### src/rtl/tt_pkg.sv
package tt_pkg;

  localparam int ADDR_W = 3;
  localparam int FLAG_N = 3;

  typedef enum logic [ADDR_W-1:0] {
    RA_CTRL  = 3'd0,
    RA_COUNT = 3'd1,
    RA_LOAD  = 3'd2,
    RA_STAT  = 3'd3,
    RA_IEN   = 3'd4,
    RA_PINC  = 3'd5,
    RA_NINC  = 3'd6
  } reg_addr_e;

  // flag bit positions in status and enable registers
  localparam int FL_MATCH = 0;
  localparam int FL_OVF   = 1;
  localparam int FL_CAPT  = 2;

  typedef struct packed {
    logic       ovf_trig;
    logic [2:0] pre_sel;
    logic       pre_en;
    logic       reload;
    logic       run;
  } ctrl_t;

  localparam int CTRL_W = $bits(ctrl_t);

endpackage

### src/rtl/tt_prescaler.sv
module tt_prescaler #(
  parameter int PSEL_W = 3
) (
  input  logic              clk,
  input  logic              rst,
  input  logic              run,
  input  logic              enable,
  input  logic [PSEL_W-1:0] sel,
  input  logic              restart,
  output logic              tick
);
  localparam int PC_W = 1 << PSEL_W;

  logic [PC_W-1:0]   phase_q;
  logic [PSEL_W:0]   shift_amt;
  logic [PC_W:0]     span;
  logic [PC_W-1:0]   limit;

  always_comb begin
    shift_amt = {1'b0, sel} + {{PSEL_W{1'b0}}, 1'b1};
    span      = {{PC_W{1'b0}}, 1'b1} << shift_amt;
    limit     = enable ? (span[PC_W-1:0] - {{(PC_W-1){1'b0}}, 1'b1})
                       : {PC_W{1'b0}};
    tick      = run && (phase_q == limit);
  end

  always_ff @(posedge clk) begin
    if (rst || !run || restart || tick) begin
      phase_q <= '0;
    end else begin
      phase_q <= phase_q + {{(PC_W-1){1'b0}}, 1'b1};
    end
  end
endmodule

### src/rtl/tt_corrector.sv
module tt_corrector #(
  parameter int W = 32
) (
  input  logic         clk,
  input  logic         rst,
  input  logic         wrap,
  input  logic [W-1:0] pos_inc,
  input  logic [W-1:0] neg_inc,
  output logic         stretch
);
  logic [W-1:0] acc_q;
  logic         active;

  always_comb begin
    active  = (|pos_inc) || (|neg_inc);
    stretch = active && acc_q[W-1];
  end

  always_ff @(posedge clk) begin
    if (rst) begin
      acc_q <= '0;
    end else if (wrap && active) begin
      acc_q <= acc_q + (acc_q[W-1] ? pos_inc : neg_inc);
    end
  end
endmodule

### src/rtl/tt_counter.sv
module tt_counter #(
  parameter int W = 32
) (
  input  logic         clk,
  input  logic         rst,
  input  logic         tick,
  input  logic         wr_en,
  input  logic [W-1:0] wr_val,
  input  logic         reload_en,
  input  logic [W-1:0] load_val,
  input  logic         stretch,
  output logic [W-1:0] count,
  output logic         wrap
);
  logic [W-1:0] count_q;
  logic [W-1:0] restart_val;

  always_comb begin
    wrap        = tick && (&count_q) && !wr_en;
    restart_val = load_val - {{(W-1){1'b0}}, stretch};
    count       = count_q;
  end

  always_ff @(posedge clk) begin
    if (rst) begin
      count_q <= '0;
    end else if (wr_en) begin
      count_q <= wr_val;
    end else if (wrap) begin
      count_q <= reload_en ? restart_val : '0;
    end else if (tick) begin
      count_q <= count_q + {{(W-1){1'b0}}, 1'b1};
    end
  end
endmodule

### src/rtl/tick_timer.sv
module tick_timer
  import tt_pkg::*;
#(
  parameter int CNT_W  = 32,
  parameter int PSEL_W = 3
) (
  input  logic              clk,
  input  logic              rst,
  input  logic              reg_wr,
  input  logic [ADDR_W-1:0] reg_addr,
  input  logic [CNT_W-1:0]  reg_wdata,
  output logic [CNT_W-1:0]  reg_rdata,
  output logic              irq_o,
  output logic [CNT_W-1:0]  count_o
);
  ctrl_t             ctrl_q;
  logic [CNT_W-1:0]  load_q;
  logic [CNT_W-1:0]  pinc_q;
  logic [CNT_W-1:0]  ninc_q;
  logic [FLAG_N-1:0] stat_q;
  logic [FLAG_N-1:0] ien_q;
  logic [FLAG_N-1:0] stat_nxt;
  logic [FLAG_N-1:0] ien_nxt;
  logic [FLAG_N-1:0] flag_set;
  logic [FLAG_N-1:0] flag_clr;
  logic [CNT_W-1:0]  rdata_q;
  logic              irq_q;

  logic wr_ctrl, wr_count, wr_load, wr_stat, wr_ien, wr_pinc, wr_ninc;
  logic tick, wrap, stretch;
  logic [CNT_W-1:0] count_w;

  always_comb begin
    wr_ctrl  = reg_wr && (reg_addr == RA_CTRL);
    wr_count = reg_wr && (reg_addr == RA_COUNT);
    wr_load  = reg_wr && (reg_addr == RA_LOAD);
    wr_stat  = reg_wr && (reg_addr == RA_STAT);
    wr_ien   = reg_wr && (reg_addr == RA_IEN);
    wr_pinc  = reg_wr && (reg_addr == RA_PINC);
    wr_ninc  = reg_wr && (reg_addr == RA_NINC);
  end

  tt_prescaler #(.PSEL_W(PSEL_W)) u_pre (
    .clk     (clk),
    .rst     (rst),
    .run     (ctrl_q.run),
    .enable  (ctrl_q.pre_en),
    .sel     (ctrl_q.pre_sel),
    .restart (wr_count),
    .tick    (tick)
  );

  tt_counter #(.W(CNT_W)) u_cnt (
    .clk       (clk),
    .rst       (rst),
    .tick      (tick),
    .wr_en     (wr_count),
    .wr_val    (reg_wdata),
    .reload_en (ctrl_q.reload),
    .load_val  (load_q),
    .stretch   (stretch),
    .count     (count_w),
    .wrap      (wrap)
  );

  tt_corrector #(.W(CNT_W)) u_cor (
    .clk     (clk),
    .rst     (rst),
    .wrap    (wrap),
    .pos_inc (pinc_q),
    .neg_inc (ninc_q),
    .stretch (stretch)
  );

  // flag update: a new event outranks a same-cycle clear
  always_comb begin
    flag_set         = '0;
    flag_set[FL_OVF] = wrap;
    flag_clr         = wr_stat ? reg_wdata[FLAG_N-1:0] : '0;
    stat_nxt         = (stat_q & ~flag_clr) | flag_set;
    ien_nxt          = wr_ien ? reg_wdata[FLAG_N-1:0] : ien_q;
  end

  always_ff @(posedge clk) begin
    if (rst) begin
      ctrl_q <= '0;
      load_q <= '0;
      pinc_q <= '0;
      ninc_q <= '0;
      stat_q <= '0;
      ien_q  <= '0;
      irq_q  <= 1'b0;
    end else begin
      if (wr_ctrl) begin
        ctrl_q <= ctrl_t'(reg_wdata[CTRL_W-1:0]);
      end else if (wrap && !ctrl_q.reload) begin
        ctrl_q.run <= 1'b0;
      end
      if (wr_load) load_q <= reg_wdata;
      if (wr_pinc) pinc_q <= reg_wdata;
      if (wr_ninc) ninc_q <= reg_wdata;
      stat_q <= stat_nxt;
      ien_q  <= ien_nxt;
      irq_q  <= |(stat_nxt & ien_nxt);
    end
  end

  always_ff @(posedge clk) begin
    if (rst) begin
      rdata_q <= '0;
    end else begin
      case (reg_addr)
        RA_CTRL:  rdata_q <= {{(CNT_W-CTRL_W){1'b0}}, ctrl_q};
        RA_COUNT: rdata_q <= count_w;
        RA_LOAD:  rdata_q <= load_q;
        RA_STAT:  rdata_q <= {{(CNT_W-FLAG_N){1'b0}}, stat_q};
        RA_IEN:   rdata_q <= {{(CNT_W-FLAG_N){1'b0}}, ien_q};
        RA_PINC:  rdata_q <= pinc_q;
        RA_NINC:  rdata_q <= ninc_q;
        default:  rdata_q <= '0;
      endcase
    end
  end

  assign reg_rdata = rdata_q;
  assign irq_o     = irq_q;
  assign count_o   = count_w;
endmodule

### config.mk
export PLATFORM = sky130hd
export DESIGN_NAME = tick_timer
export DESIGN_NICKNAME = d
export VERILOG_FILES = /design/src/rtl/tt_pkg.sv /design/src/rtl/tt_prescaler.sv /design/src/rtl/tt_corrector.sv /design/src/rtl/tt_counter.sv /design/src/rtl/tick_timer.sv
export SDC_FILE = /design/constraint.sdc
export NUM_CORES = 1
export LEC_CHECK = 0
export BUFFER_PORTS_ARGS = -buffer_cell sky130_fd_sc_hd__buf_2
export CORE_MARGIN = 3
export CORE_UTILIZATION = 65
export CTS_CLUSTER_SIZE = 14
export DETAILED_ROUTE_END_ITERATION = 7
export HOLD_SLACK_MARGIN = 0.02
export PLACE_DENSITY = 0.86
export SETUP_SLACK_MARGIN = 0.05
export SLEW_MARGIN = 25
export SYNTH_ARGS = -nofsm -noshare
export SYNTH_HDL_FRONTEND = slang
export SYNTH_SLANG_ARGS = --single-unit
### constraint.sdc
create_clock -name clk -period 6.2 [get_ports clk]
set_input_delay 1.55 -clock clk [delete_from_list [all_inputs] [get_ports clk]]
set_output_delay 1.55 -clock clk [all_outputs]
set_load 0.05 [all_outputs]
==> impl_metrics.env <==
export IMPL_clock_sinks=214
export IMPL_outcome="finished, final reports clean"
export IMPL_yosysSeqAreaShare_pct=35.8
export IMPL_yosys_area_top_type_share_pct=35.8
export IMPL_dp_hpwl_mm=25.9
export IMPL_ios=103
export IMPL_area_delta_synth_final_pct=12.3
export IMPL_setup_viol=0
export IMPL_fin_crit_sh_pct=68.8
export IMPL_syn_num_nets=1620
export IMPL_grtUsageMet3_pct=7.48
export IMPL_die_area_um2=20100
export IMPL_grt_max_degree=89
export IMPL_gp_congestion=0.947
export IMPL_crit_required_ns=6.63
export IMPL_drive_above_1_share_pct=13.5
export IMPL_avgSynthCellArea_um2=7.75
export IMPL_cp_end_kind="flip-flop"
export IMPL_drc_errors=0
export IMPL_relSlewSlack_pct=33.1
export IMPL_first_pass_iters=8
export IMPL_fill_cells=1309
export IMPL_met1_usage_pct=50.7
export IMPL_grt_use_total_pct=35.8
export IMPL_clk_latency_ns=0.53
export IMPL_tritoncts="done"
export IMPL_critPathLaunchType="input port"
export IMPL_die_x_um=142
export IMPL_synth_most_common_cell="nand2_1"
export IMPL_antennaDiodeCount=0
export IMPL_power_density_nw_per_um2=252
export IMPL_htree_levels=1
export IMPL_clockBufferDepth=3
export IMPL_hp_class="reg -> reg"
export IMPL_rsz0062_at_grt="no"
export IMPL_cts_buffers=24
export IMPL_ir_worst_vdd_uv=310
export IMPL_crit_type="in -> reg"
export IMPL_fin_worst_skew_ns=0.0210
export IMPL_drt_initial_drc_count=1520
export IMPL_synth_area_leader_cell="dfxtp_1"
export IMPL_leakagePower_uw=0.00511
export IMPL_tightest_slew_ns=1.00
export IMPL_netlist_area_um2=12000
export IMPL_netlist_top_cells_count="nand2_1 (319), dfxtp_1 (214), a21oi_1 (212), nor2_1 (90), clkbuf_1 (80)"
export IMPL_critPathMaxFanout=28
export IMPL_synthTopCellsByArea="dfxtp_1 (36%), nand2_1 (10%), a21oi_1 (8.9%)"
export IMPL_async_reset_ff_share_pct=0
export IMPL_grt_pass1_vias=11096
export IMPL_initial_core_util_pct=67.8
export IMPL_hold_buffers=0
export IMPL_synth_edff_count=0
export IMPL_synthFlopType="dfxtp_1"
export IMPL_finalMaxSlewViolations=0
export IMPL_fin_nets=1659
export IMPL_dieHeight_um=142
export IMPL_post_cts_resize_count=0
export IMPL_vias_per_cell=6.67
export IMPL_seq_area_um2=4280
export IMPL_grtUsageMet2_pct=53.3
export IMPL_hold_ws_ns=0.458
export IMPL_clk_pin_slew_ns=0.06
export IMPL_period_needed_ns=4.26
export IMPL_clk_root_buffer_cell="clkbuf_16"
export IMPL_port_buffers=102
export IMPL_fmax_mhz=235
export IMPL_drv_cap=0
export IMPL_grt_first_pass_wirelength_mm=58.8
export IMPL_grt_overflow=0
export IMPL_drt_total_wl_mm=37.2
export IMPL_fp_row_count=48
export IMPL_yosys_warnings=0
export IMPL_multiInputGateArea_um2=7210
export IMPL_hold_violations=0
export IMPL_finalSetupTns_ns=0
export IMPL_wl_per_cell_um=20.3
export IMPL_antenna_found_initial=0
export IMPL_top_usage_layer="met2"
export IMPL_yosys_register_bits=214
export IMPL_p_total_uw=3380
export IMPL_detail_route_antenna_nets=0
export IMPL_vias=12181
export IMPL_arrival_ns=4.69
export IMPL_core_um2=17700
export IMPL_synth_cell_types=77
export IMPL_syn_instance_count=1545
export IMPL_post_cts_buffers=0
-- sequential cells by signal, indices dropped and copies added (netlist names) --
name           count
load_q            32
ninc_q            32
pinc_q            32
reg_rdata         32
u_cnt.count       32
u_cor.acc_q       32
u_pre.phase_q      8
ctrl_q             7
ien_q              3
stat_q             3
irq_o              1
-- worst max-delay path, stage by stage --
cell and delay (ns):
buf_2 0.34, nor2b_1 0.60, nor2b_2 0.25, buf_4 0.27
and2_1 0.17, buf_4 0.28, nor3b_1 0.15, nand2_1 0.57
buf_4 0.29, nand2_1 0.08, a21oi_1 0.13
-- layout by cell type, fill, tap and decap left out, types with 20 or more instances in the layout --
master / n
a211oi_1: 28
a21oi_1: 212
a22oi_1: 55
buf_2: 101
clkbuf_16: 25
dfxtp_1: 214
ha_1: 36
inv_1: 20
mux2_2: 30
mux2i_1: 21
nand2_1: 317
nand3_1: 39
nor2_1: 89
nor3_1: 31
o21ai_0: 45
xnor2_1: 31
xor2_1: 39
-- cell families (layout without fill, tap and decap cells) --
family / Yosys count / in the layout / share of synthesized area [%]
other: 1 / 1 / 0.0313
and+or+nand+nor: 611 / 611 / 24.0
adders and majority gates: 37 / 37 / 3.93
DFF: 214 / 214 / 35.8
AOI/OAI and AO/OA: 436 / 436 / 22.2
xor gates and xnor gates: 70 / 70 / 5.12
buffers and inverters: 124 / 181 / 4.19
muxes: 52 / 52 / 4.77
-- metal layers --
layer / up-vias / wire length [um]
met5: - / 0
met1: 5637 / 15000
met3: 145 / 4520
met2: 799 / 16000
met4: 0 / 1610
li1: 5600 / -
-- final timing paths --
path | startpoint | slack [ns] | end | cells past startpoint
max reg2reg | ctrl_q[5] | 2.04 | u_cnt.count[22] | 12
min | u_cor.acc_q[6] | 0.46 | u_cor.acc_q[6] | 2
min reg2reg | u_cor.acc_q[6] | 0.46 | u_cor.acc_q[6] | 2
max | reg_addr[0] | 1.94 | u_cor.acc_q[15] | 11
-- per-stage QoR --
stage / setup WS [ns] / std cells / cell area [um^2] / utilization [%]
after CTS: 2.00 / 1827 / 13400 / 76.1
after global placement: 1.59 / 1783 / 12500 / 70.6
final: 1.94 / 1827 / 13400 / 76.1
after floorplan: 2.56 / 1545 / 12000 / -
after detailed placement: 1.43 / 1783 / 12500 / 70.6
after global routing: 1.72 / 1827 / 13400 / 76.1
-- area by class of cell --
class	instances	area share, %
multi-input combinational	1207	53.7
sequential	214	31.9
clock buffer	31	4.97
timing repair buffer	117	4.66
clock inverter	13	2.19
tap	225	2.09
inverter	20	0.559
-- report_power, final --
| group | internal, uW | total, uW | switching (uW) |
|---|---|---|---|
| registers | 1400 | 1430 | 33.5 |
| clock network | 1130 | 1720 | 583 |
| logic | 66.6 | 233 | 167 |
| total | 2600 | 3380 | 783 |
Power figures use the tool's default switching activity.
